**src/rtl/trim_pkg.sv**
```systemverilog
package trim_pkg;

  // Synchronised copy of the three host wires
  typedef struct packed {
    logic sel_n;
    logic step;
    logic dir_up;
  } trim_pins_t;

  localparam int unsigned PIN_W = $bits(trim_pins_t);

  // Idle values loaded into the synchroniser during reset
  localparam trim_pins_t PINS_IDLE = '{sel_n: 1'b1, step: 1'b0, dir_up: 1'b0};

endpackage

```
**src/rtl/trim_in_sync.sv**
```systemverilog
module trim_in_sync #(
  parameter int unsigned WIDTH  = 3,
  parameter int unsigned STAGES = 2,
  parameter logic [WIDTH-1:0] RST_VAL = '0
) (
  input  logic             clk,
  input  logic             rst_any,
  input  logic [WIDTH-1:0] async_in,
  output logic [WIDTH-1:0] sync_out
);

  logic [STAGES-1:0][WIDTH-1:0] chain_q;

  genvar g;
  generate
    for (g = 0; g < STAGES; g++) begin : g_stage
      if (g == 0) begin : g_first
        always_ff @(posedge clk) begin
          if (rst_any) chain_q[g] <= RST_VAL;
          else         chain_q[g] <= async_in;
        end
      end else begin : g_next
        always_ff @(posedge clk) begin
          if (rst_any) chain_q[g] <= RST_VAL;
          else         chain_q[g] <= chain_q[g-1];
        end
      end
    end
  endgenerate

  assign sync_out = chain_q[STAGES-1];

endmodule

```
**src/rtl/trim_step_ctrl.sv**
```systemverilog
module trim_step_ctrl (
  input  logic clk,
  input  logic rst_any,
  input  logic sel_n_s,
  input  logic step_s,
  input  logic dir_s,
  input  logic busy,
  output logic engaged,
  output logic inc_ev,
  output logic dec_ev,
  output logic store_ev
);

  logic sel_d;
  logic step_d;
  logic engaged_q;
  logic sel_fall;
  logic sel_rise;
  logic step_fall;
  logic move_ok;

  always_ff @(posedge clk) begin
    if (rst_any) begin
      sel_d  <= 1'b1;
      step_d <= 1'b0;
    end else begin
      sel_d  <= sel_n_s;
      step_d <= step_s;
    end
  end

  assign sel_fall  = sel_d & ~sel_n_s;
  assign sel_rise  = ~sel_d & sel_n_s;
  assign step_fall = step_d & ~step_s;

  // A session opens only on a select edge seen while no write is running
  always_ff @(posedge clk) begin
    if (rst_any)                engaged_q <= 1'b0;
    else if (sel_rise)          engaged_q <= 1'b0;
    else if (sel_fall && !busy) engaged_q <= 1'b1;
  end

  assign move_ok  = step_fall & engaged_q & ~sel_n_s & ~sel_fall & ~sel_rise;
  assign inc_ev   = move_ok & dir_s;
  assign dec_ev   = move_ok & ~dir_s;
  assign store_ev = sel_rise & engaged_q & step_s;
  assign engaged  = engaged_q;

endmodule

```
**src/rtl/trim_pos_counter.sv**
```systemverilog
module trim_pos_counter #(
  parameter int unsigned POS_W = 5
) (
  input  logic             clk,
  input  logic             rst_any,
  input  logic [POS_W-1:0] recall,
  input  logic             inc_ev,
  input  logic             dec_ev,
  output logic [POS_W-1:0] pos
);

  localparam logic [POS_W-1:0] POS_MAX = {POS_W{1'b1}};
  localparam logic [POS_W-1:0] POS_MIN = '0;

  logic [POS_W-1:0] pos_q;

  always_ff @(posedge clk) begin
    if (rst_any)                          pos_q <= recall;
    else if (inc_ev && pos_q != POS_MAX)  pos_q <= pos_q + 1'b1;
    else if (dec_ev && pos_q != POS_MIN)  pos_q <= pos_q - 1'b1;
  end

  assign pos = pos_q;

endmodule

```
**src/rtl/trim_nv_store.sv**
```systemverilog
module trim_nv_store #(
  parameter int unsigned POS_W        = 5,
  parameter int unsigned STORE_CYCLES = 5000000,
  parameter logic [POS_W-1:0] NV_INIT = 5'd16
) (
  input  logic             clk,
  input  logic             por_n,
  input  logic             rst_any,
  input  logic             store_ev,
  input  logic [POS_W-1:0] pos,
  output logic [POS_W-1:0] nv_val,
  output logic             busy
);

  localparam int unsigned CNT_W = $clog2(STORE_CYCLES + 1);
  localparam logic [CNT_W-1:0] CNT_LOAD = CNT_W'(STORE_CYCLES);

  logic [POS_W-1:0] nv_q;
  logic [CNT_W-1:0] wait_q;

  // Modelled non-volatile cell: cleared only by power-on reset
  always_ff @(posedge clk or negedge por_n) begin
    if (!por_n)        nv_q <= NV_INIT;
    else if (store_ev) nv_q <= pos;
  end

  always_ff @(posedge clk) begin
    if (rst_any)           wait_q <= '0;
    else if (store_ev)     wait_q <= CNT_LOAD;
    else if (wait_q != '0) wait_q <= wait_q - 1'b1;
  end

  assign nv_val = nv_q;
  assign busy   = (wait_q != '0);

endmodule

```
**src/rtl/trim_tap_decoder.sv**
```systemverilog
module trim_tap_decoder #(
  parameter int unsigned POS_W = 5,
  parameter int unsigned TAPS  = 32
) (
  input  logic [POS_W-1:0] pos,
  output logic [TAPS-1:0]  tap
);

  genvar t;
  generate
    for (t = 0; t < TAPS; t++) begin : g_tap
      assign tap[t] = (pos == POS_W'(t));
    end
  endgenerate

endmodule

```
**src/rtl/trim_wiper_ctrl.sv**
```systemverilog
module trim_wiper_ctrl
  import trim_pkg::*;
#(
  parameter int unsigned POS_W        = 5,
  parameter int unsigned STORE_CYCLES = 5000000,
  parameter int unsigned SYNC_STAGES  = 2,
  parameter logic [POS_W-1:0] NV_INIT = 5'd16,
  localparam int unsigned TAPS        = 1 << POS_W
) (
  input  logic             clk,
  input  logic             por_n,
  input  logic             rst_n,
  input  logic             sel_n,
  input  logic             step,
  input  logic             dir_up,
  output logic [POS_W-1:0] wiper_pos,
  output logic [TAPS-1:0]  tap_sel,
  output logic             store_busy
);

  logic       rst_any;
  trim_pins_t pins_raw;
  trim_pins_t pins_s;
  logic       engaged;
  logic       inc_ev;
  logic       dec_ev;
  logic       store_ev;
  logic [POS_W-1:0] nv_val;

  assign rst_any  = ~(rst_n & por_n);
  assign pins_raw = '{sel_n: sel_n, step: step, dir_up: dir_up};

  trim_in_sync #(
    .WIDTH  (PIN_W),
    .STAGES (SYNC_STAGES),
    .RST_VAL(PINS_IDLE)
  ) u_sync (
    .clk     (clk),
    .rst_any (rst_any),
    .async_in(pins_raw),
    .sync_out(pins_s)
  );

  trim_step_ctrl u_ctrl (
    .clk     (clk),
    .rst_any (rst_any),
    .sel_n_s (pins_s.sel_n),
    .step_s  (pins_s.step),
    .dir_s   (pins_s.dir_up),
    .busy    (store_busy),
    .engaged (engaged),
    .inc_ev  (inc_ev),
    .dec_ev  (dec_ev),
    .store_ev(store_ev)
  );

  trim_pos_counter #(.POS_W(POS_W)) u_cnt (
    .clk    (clk),
    .rst_any(rst_any),
    .recall (nv_val),
    .inc_ev (inc_ev),
    .dec_ev (dec_ev),
    .pos    (wiper_pos)
  );

  trim_nv_store #(
    .POS_W       (POS_W),
    .STORE_CYCLES(STORE_CYCLES),
    .NV_INIT     (NV_INIT)
  ) u_nv (
    .clk     (clk),
    .por_n   (por_n),
    .rst_any (rst_any),
    .store_ev(store_ev),
    .pos     (wiper_pos),
    .nv_val  (nv_val),
    .busy    (store_busy)
  );

  trim_tap_decoder #(.POS_W(POS_W), .TAPS(TAPS)) u_dec (
    .pos(wiper_pos),
    .tap(tap_sel)
  );

endmodule

```
**config.mk**
```make
export PLATFORM = sky130hd
export DESIGN_NAME = trim_wiper_ctrl
export DESIGN_NICKNAME = d
export VERILOG_FILES = /design/src/rtl/trim_pkg.sv /design/src/rtl/trim_in_sync.sv /design/src/rtl/trim_step_ctrl.sv /design/src/rtl/trim_pos_counter.sv /design/src/rtl/trim_nv_store.sv /design/src/rtl/trim_tap_decoder.sv /design/src/rtl/trim_wiper_ctrl.sv
export SDC_FILE = /design/constraint.sdc
export NUM_CORES = 1
export LEC_CHECK = 0
export ABC_AREA = 0
export CAP_MARGIN = 20
export CELL_PAD_IN_SITES_DETAIL_PLACEMENT = 0
export CELL_PAD_IN_SITES_GLOBAL_PLACEMENT = 1
export CORE_UTILIZATION = 30
export CTS_CLUSTER_DIAMETER = 40
export DETAILED_ROUTE_END_ITERATION = 16
export PLACE_DENSITY = 0.73
export SLEW_MARGIN = 20
export SYNTH_ARGS = -nofsm -noshare
export SYNTH_HDL_FRONTEND = slang
export SYNTH_HIERARCHICAL = 1
export SYNTH_SLANG_ARGS = --single-unit
export TNS_END_PERCENT = 50
```
**constraint.sdc**
```tcl
create_clock -name clk -period 4.6 [get_ports clk]
set_input_delay 0.46 -clock clk [delete_from_list [all_inputs] [get_ports clk]]
set_output_delay 0.46 -clock clk [all_outputs]
set_load 0.01 [all_outputs]
```
==> results of run 1 <==
## cells by family (layout without fill, tap and decap cells)
kind of cell	count (synthesis)	in the layout
AOI/OAI and AO/OA	44	44
xor gates and xnor gates	12	12
adders and majority gates	6	6
buffers and inverters	24	62
DFF	42	42
muxes	6	6
and+or+nand+nor	133	133
## power groups by stage
stage               Clock (mW)  Combinational (mW)  Sequential, mW
global route             0.298                1.20           0.555
floorplan                    0               0.849           0.529
CTS                      0.284                1.08           0.543
detailed placement           0                1.07           0.550
global placement             0                1.05           0.548
finish                   0.273                1.07           0.543
## metal layers
layer | vias to the layer above | GRT usage [%] | part of all wire (%)
met3 | 6 | 3.03 | 4.1
met4 | 0 | 4.44 | 1.2
met2 | 42 | 22.5 | 47
met5 | - | 0 | 0
met1 | 931 | 17.4 | 48
li1 | 1016 | - | -
## worst max-delay path, cell delays in order, from the launching register on
cell             delay (ns)
dfxtp_1                0.38
nor4_4                 0.36
and3_1                 0.32
nand3_1                0.33
clkdlybuf4s50_1        0.59
## sequential cells by signal (all words and copies together) (netlist names)
| register | flops |
|---|---|
| u_nv/nv_val | 5 |
| u_ctrl/engaged | 1 |
| u_sync/sync_out | 3 |
| u_cnt/pos | 5 |
| u_ctrl/step_d | 1 |
| u_ctrl/sel_d | 1 |
| u_sync/chain_q | 3 |
| u_nv/wait_q | 23 |
## cell usage after synthesis (2+ instances only)
cell	count	share of area, %
xor2_1	7	2.6
xnor2_1	4	1.5
nor3_1	7	1.5
or4_1	3	0.96
or2_1	3	0.80
clkbuf_1	8	1.3
nand3b_1	3	0.96
dfxtp_1	32	27
nand3_1	5	1.1
a211oi_1	3	0.96
edfxtp_1	5	6.4
o31a_1	2	0.74
nor2b_1	6	1.6
or3_1	10	2.7
nor4_4	3	2.7
nand3_2	2	0.85
inv_1	11	1.8
o21ai_0	9	1.9
dfrtp_1	4	4.3
or2_2	2	0.53
or3b_4	3	1.4
and3_1	3	0.80
nand2b_1	7	1.9
buf_4	3	0.96
ha_1	5	2.7
a21oi_1	15	3.2
o31ai_1	3	0.96
o21ai_1	2	0.43
nor4_1	5	1.3
nand2_1	14	2.2
mux2_2	5	2.4
nor2_1	48	7.7
## through the flow
| step | worst slack (ns) | std cells |
|---|---|---|
| 6_report | 1.87 | 404 |
| 3_5_place_dp | 1.89 | 396 |
| 2_1_floorplan | 2.46 | 267 |
| 3_3_place_gp | 1.92 | 396 |
| 4_1_cts | 1.84 | 404 |
| 5_1_grt | 1.70 | 404 |
## how the worst max path moves through the flow
stage	end	startpoint	cells after the start
2_1_floorplan	u_cnt/pos[3]	u_sync/sync_out[2]	9
3_3_place_gp	u_nv/wait_q[1]	por_n	5
3_5_place_dp	u_nv/wait_q[1]	por_n	5
4_1_cts	store_busy	u_nv/wait_q[5]	4
5_1_grt	store_busy	u_nv/wait_q[5]	4
6_report	store_busy	u_nv/wait_q[10]	4
## area by class of cell
cell class	count	area, µm²
Fill cell	761	4450
Clock buffer	6	93.8
Clock inverter	2	13.8
Sequential cell	42	917
Inverter	11	41.3
Tap cell	99	124
Multi-Input combinational cell	201	1330
Timing Repair Buffer	43	430
==> summary.md, run 1 <==
| Metric | Value |
|---|---|
| Cell Pwr Density | `637 nW/µm²` |
| Clock root cell | `clkbuf_8` |
| Async S/R FF share, synth | `11.9%` |
| ANT nets after route | `0` |
| Synth Area in Compound Gates | `12.7%` |
| Status | `finished clean` |
| Slew Viols, Final | `0` |
| Via/cell ratio | `4.94` |
| # Post-CTS Setup Buffers | `0` |
| Critical Path End Type | `output port` |
| Syn avg cell area | `8.81 µm²` |
| Die H | `90.6 µm` |
| RSZ-0062 raised after global routing | `false` |
| Crit path kind | `reg2out` |
| Post-synth EDFFs | `5` |
| Synth unique cells | `57` |
| DR pass1 iterations | `4` |
| Main synth FF type | `dfxtp_1` |
| Fin crit share | `59.4%` |
| FF+latch count, synth | `42` |
| Synth Warn # | `6` |
| Total GRT Usage | `13.6%` |
| Synth-to-layout area growth | `25.5%` |
| Clock Sinks | `42` |
| Post-Syn Nets | `279` |
| Final nets | `316` |
| H-Tree Depth | `2` |
| Share of cells above drive strength 1 | `10.5%` |
| Most common cell after layout, fill and taps aside | `nor2_1` |
| Cell Int Power | `1.02 mW` |
| Initial antenna violation count | `0` |
| WP data required | `4.14 ns` |
| Min cycle time layout | `2.73 ns` |
| Worst Path Max Fanout | `8` |
| Wire length per cell | `13.1 µm` |
| Slew at the pin closest to its max-slew limit | `0.923 ns` |
| Switching part of the total power | `45.6%` |
| Worst ir drop on vdd | `531 µV` |
| Routability congestion estimate | `0.758` |
| Post-Synth XOR/XNOR Area | `5.05%` |
| Most frequent cells in the layout | `48 x nor2_1, 43 x clkdlybuf4s50_1, 32 x dfxtp_1` |
| Pwr Total | `1.88 mW` |
| Via count | `1995` |
| Clk buf depth | `2` |
| Fmax | `0.366 GHz` |
| Clock skew | `0.00540 ns` |
| FF-to-FF path depth | `8` |
| R2R Setup Slk | `2.17 ns` |
| Inserted Diodes | `0` |
| Leak Pwr | `1.10 nW` |
| Simple-gate share of the synthesized area | `32.6%` |
| Max cap viols | `0` |
| DIE AREA | `8200 µm²` |
| Vias in the first global route | `1890` |
| Hold Path Class | `in2async` |
| First-pass GRT wire length | `9160 µm` |
| Area post-placement | `2850 µm²` |
| Largest net degree at the start of global routing | `28` |
| Hpwl dp | `3740 µm` |
| Arrival time worst endpoint | `2.27 ns` |
| P_sw | `0.859 mW` |
| Reg2reg start | `u_cnt/pos[0]` |
| Total global routing overflow | `0` |
| Wirelength, routed | `5290 µm` |
| Reg-to-reg critical path endpoint | `u_cnt/pos[4]` |
| DRT iter0 DRCs | `69` |
| Clk network pwr share | `14.5%` |
| Synthesized area | `2350 µm²` |
| Cell area after layout | `2950 µm²` |
| Layout Utilization | `39.9%` |
| Final setup fails | `0` |
| Post-Synth Adder-Cell Area | `3.51%` |
| Final Hold Viols | `0` |
| Core Rows | `31` |
| TNS Setup | `0 ns` |
| Reg power frac | `28.8%` |
| Slew margin rel. | `38.2%` |
| Port Buffers | `43` |
| Clk Latency, worst-skew pair | `0.30 ns` |
| Mux cell area share after synthesis | `2.82%` |
| Initial Util | `31.8%` |
| DIE WIDTH | `90.6 µm` |
| CTS hold repair buffers | `0` |
| Sequential area share after synthesis | `39.0%` |
| Clock transition at the registers of the reported paths | `0.08 ns` |
| Num CTS Buffers | `5` |
| Ports | `44` |
| Cts repair resizes | `0` |
| CP startpoint kind | `flop` |
| Worst hold-check slack | `0.387 ns` |
| Largest family of logic cells by synthesized area | `simple AND/OR/NAND/NOR gates` |
| TritonCTS clock tree | `yes` |
| Post-Synthesis Cells | `267` |
| Core Box Area | `7410 µm²` |
| DR DRC count | `0` |
| Comb pwr share | `56.7%` |
No activity file was read; power rests on OpenSTA's default activity.
==> inputs of run 2 (changes only) <==
--- a/config.mk
+++ b/config.mk
@@ -12,7 +12,7 @@
 export CORE_UTILIZATION = 30
 export CTS_CLUSTER_DIAMETER = 40
 export DETAILED_ROUTE_END_ITERATION = 16
-export PLACE_DENSITY = 0.73
+export PLACE_DENSITY = 0.75
 export SLEW_MARGIN = 20
 export SYNTH_ARGS = -nofsm -noshare
 export SYNTH_HDL_FRONTEND = slang
==> constraint.sdc (replaced) <==
create_clock -name clk -period 2.45 [get_ports clk]
set_input_delay 0.245 -clock clk [delete_from_list [all_inputs] [get_ports clk]]
set_output_delay 0.245 -clock clk [all_outputs]
set_load 0.01 [all_outputs]
==> summary.md, run 2 (synthesis results as in run 1) <==
| Metric | Value |
|---|---|
| CP startpoint kind | `flop` |
| Status | `finished clean` |
| Slew margin rel. | `60.6%` |
| Slowest library cell on the worst path | `clkdlybuf4s50_1` |
| DRT iter0 DRCs | `74` |
| First-pass GRT wire length | `8780 µm` |
| Final Non-Filler Cells | `419` |
| Met3 usage | `3.28%` |
| Ports | `44` |
| Most flops, register | `u_nv/wait_q` |
| Arrival time worst endpoint | `2.09 ns` |
| Clk network pwr share | `11.8%` |
| Most frequent cells in the layout | `48 x nor2_1, 43 x clkdlybuf4s50_1, 32 x dfxtp_1` |
| Core Rows | `31` |
| Slew at the pin closest to its max-slew limit | `0.589 ns` |
| FF-to-FF path depth | `8` |
| DR DRC count | `0` |
| Num CTS Buffers | `5` |
| Port Buffers | `43` |
| Final setup fails | `0` |
| Cell Int Power | `2.00 mW` |
| Fmax | `0.427 GHz` |
| Final nets | `331` |
| Worst path top cell family by delay | `simple AND/OR/NAND/NOR gates` |
| Initial antenna violation count | `0` |
| Worst ir drop on vdd | `992 µV` |
| Max cap viols | `0` |
| Crit-path cells | `nor4_4 -> and3_2 -> nand3_1 -> clkdlybuf4s50_1` |
| Largest net degree at the start of global routing | `20` |
| Buf+Inv Stages, Crit Path | `1` |
| Via/cell ratio | `4.84` |
| Initial Util | `31.8%` |
| Clock transition at the registers of the reported paths | `0.08 ns` |
| Critical Path End Type | `output port` |
| Switching part of the total power | `44.5%` |
| P_sw | `1.61 mW` |
| Hold Path Class | `in2async` |
| DR pass1 iterations | `4` |
| Worst path max stage delay | `0.55 ns` |
| Clock Sinks | `42` |
| GR Util met2 | `20.1%` |
| Clk buf depth | `2` |
| Placed cell count | `409` |
| Total global routing overflow | `0` |
| Vias in the first global route | `1842` |
| Fillcell total | `736` |
| Min cycle time layout | `2.34 ns` |
| TritonCTS clock tree | `yes` |
| Slew Viols, Final | `0` |
| DIE AREA | `8200 µm²` |
| Final Hold Viols | `0` |
| ANT nets after route | `0` |
| Die H | `90.6 µm` |
| H-Tree Depth | `2` |
| Worst Path Max Fanout | `6` |
| Comb pwr share | `60.5%` |
| Synth-to-layout area growth | `29.5%` |
| Fin crit share | `95.5%` |
| WP data required | `2.20 ns` |
| Routability congestion estimate | `0.823` |
| Share of cells above drive strength 1 | `15.0%` |
| CTS hold repair buffers | `0` |
| Clk Latency, worst-skew pair | `0.29 ns` |
| Most common cell after layout, fill and taps aside | `nor2_1` |
| Cell Pwr Density | `1180 nW/µm²` |
| Max FFs per register | `23` |
| TNS Setup | `0 ns` |
| Core Box Area | `7410 µm²` |
| CP Depth | `4` |
| Reg power frac | `27.7%` |
| RSZ-0062 raised after global routing | `false` |
| Total GRT Usage | `13.3%` |
| Wire length per cell | `12.5 µm` |
| Crit path kind | `reg2out` |
| Most Crowded Layer GR | `met2` |
| Via count | `2026` |
| Inserted Diodes | `0` |
| Clock skew | `0.00737 ns` |
| Met1 usage | `18.0%` |
| DIE WIDTH | `90.6 µm` |
| Wirelength, routed | `5230 µm` |
| Clock root cell | `clkbuf_8` |
| Leak Pwr | `1.16 nW` |
| Hpwl dp | `3860 µm` |
-- run 2: power by group through the flow --
stage	clock [mW]	combinational, mW	sequential, mW
finish	0.427	2.18	0.999
global route	0.471	2.43	1.03
CTS	0.446	2.12	0.996
detailed placement	0	2.10	1.01
global placement	0	2.10	1.01
floorplan	0	1.59	0.994
-- run 2: through the flow --
step | worst slack, ns | hold slack (ns) | power (mW) | util, % | cell area, µm²
2_1_floorplan | 0.308 | -0.0506 | 2.59 | - | 2350
3_3_place_gp | 0.360 | 0.391 | 3.11 | 39.7 | 2940
3_5_place_dp | 0.331 | 0.403 | 3.11 | 39.7 | 2940
4_1_cts | 0.0203 | 0.319 | 3.56 | 40.8 | 3030
5_1_grt | 0.0121 | 0.311 | 3.93 | 41.1 | 3050
6_report | 0.110 | 0.310 | 3.61 | 41.1 | 3050
-- run 2: final timing paths --
path / startpoint / endpoint / slack, ns
setup / recovery: u_nv/wait_q[10] / store_busy / 0.11
hold / removal: por_n / u_nv/nv_val[3] / 0.31
setup reg to reg: u_cnt/pos[4] / u_cnt/pos[4] / 0.32
hold reg to reg: u_sync/chain_q[2] / u_sync/sync_out[2] / 0.41
max in group asynchronous: por_n / u_nv/nv_val[4] / 1.94
min in group clk: u_sync/chain_q[2] / u_sync/sync_out[2] / 0.41
-- run 2: what timing repair did --
item                                   4_1_cts  5_1_grt
buffers inserted                             0        2
setup endpoints to repair                    0        1
endpoints found under the hold margin        0        0
resized for setup                            0        3
-- run 2: cell type report --
| cell class | instances | area (µm²) | share of cell area [%] |
|---|---|---|---|
| clock buffer | 6 | 72.6 | 2.38 |
| multi-input combinational | 201 | 1340 | 44.0 |
| clock inverter | 2 | 8.76 | 0.287 |
| timing repair buffer | 58 | 543 | 17.8 |
| tap | 99 | 124 | 4.06 |
| sequential | 42 | 917 | 30.1 |
| inverter | 11 | 41.3 | 1.35 |
-- run 2: routing by layer --
metal  vias up  part of all wire, %  wire length (µm)
met3         6                  3.9               203
met2        37                   45              2350
met4         0                  1.4                74
met1       943                   50              2610
met5         -                    0                 0
li1       1040                    -                 -
==> inputs of run 3 (changes only) <==
--- a/config.mk
+++ b/config.mk
@@ -13,7 +13,6 @@
 export CTS_CLUSTER_DIAMETER = 40
 export DETAILED_ROUTE_END_ITERATION = 16
 export PLACE_DENSITY = 0.75
-export SLEW_MARGIN = 20
 export SYNTH_ARGS = -nofsm -noshare
 export SYNTH_HDL_FRONTEND = slang
 export SYNTH_HIERARCHICAL = 1
==> results of run 3 <==
The final DEF is identical to that of run 2; final timing and power are the same.
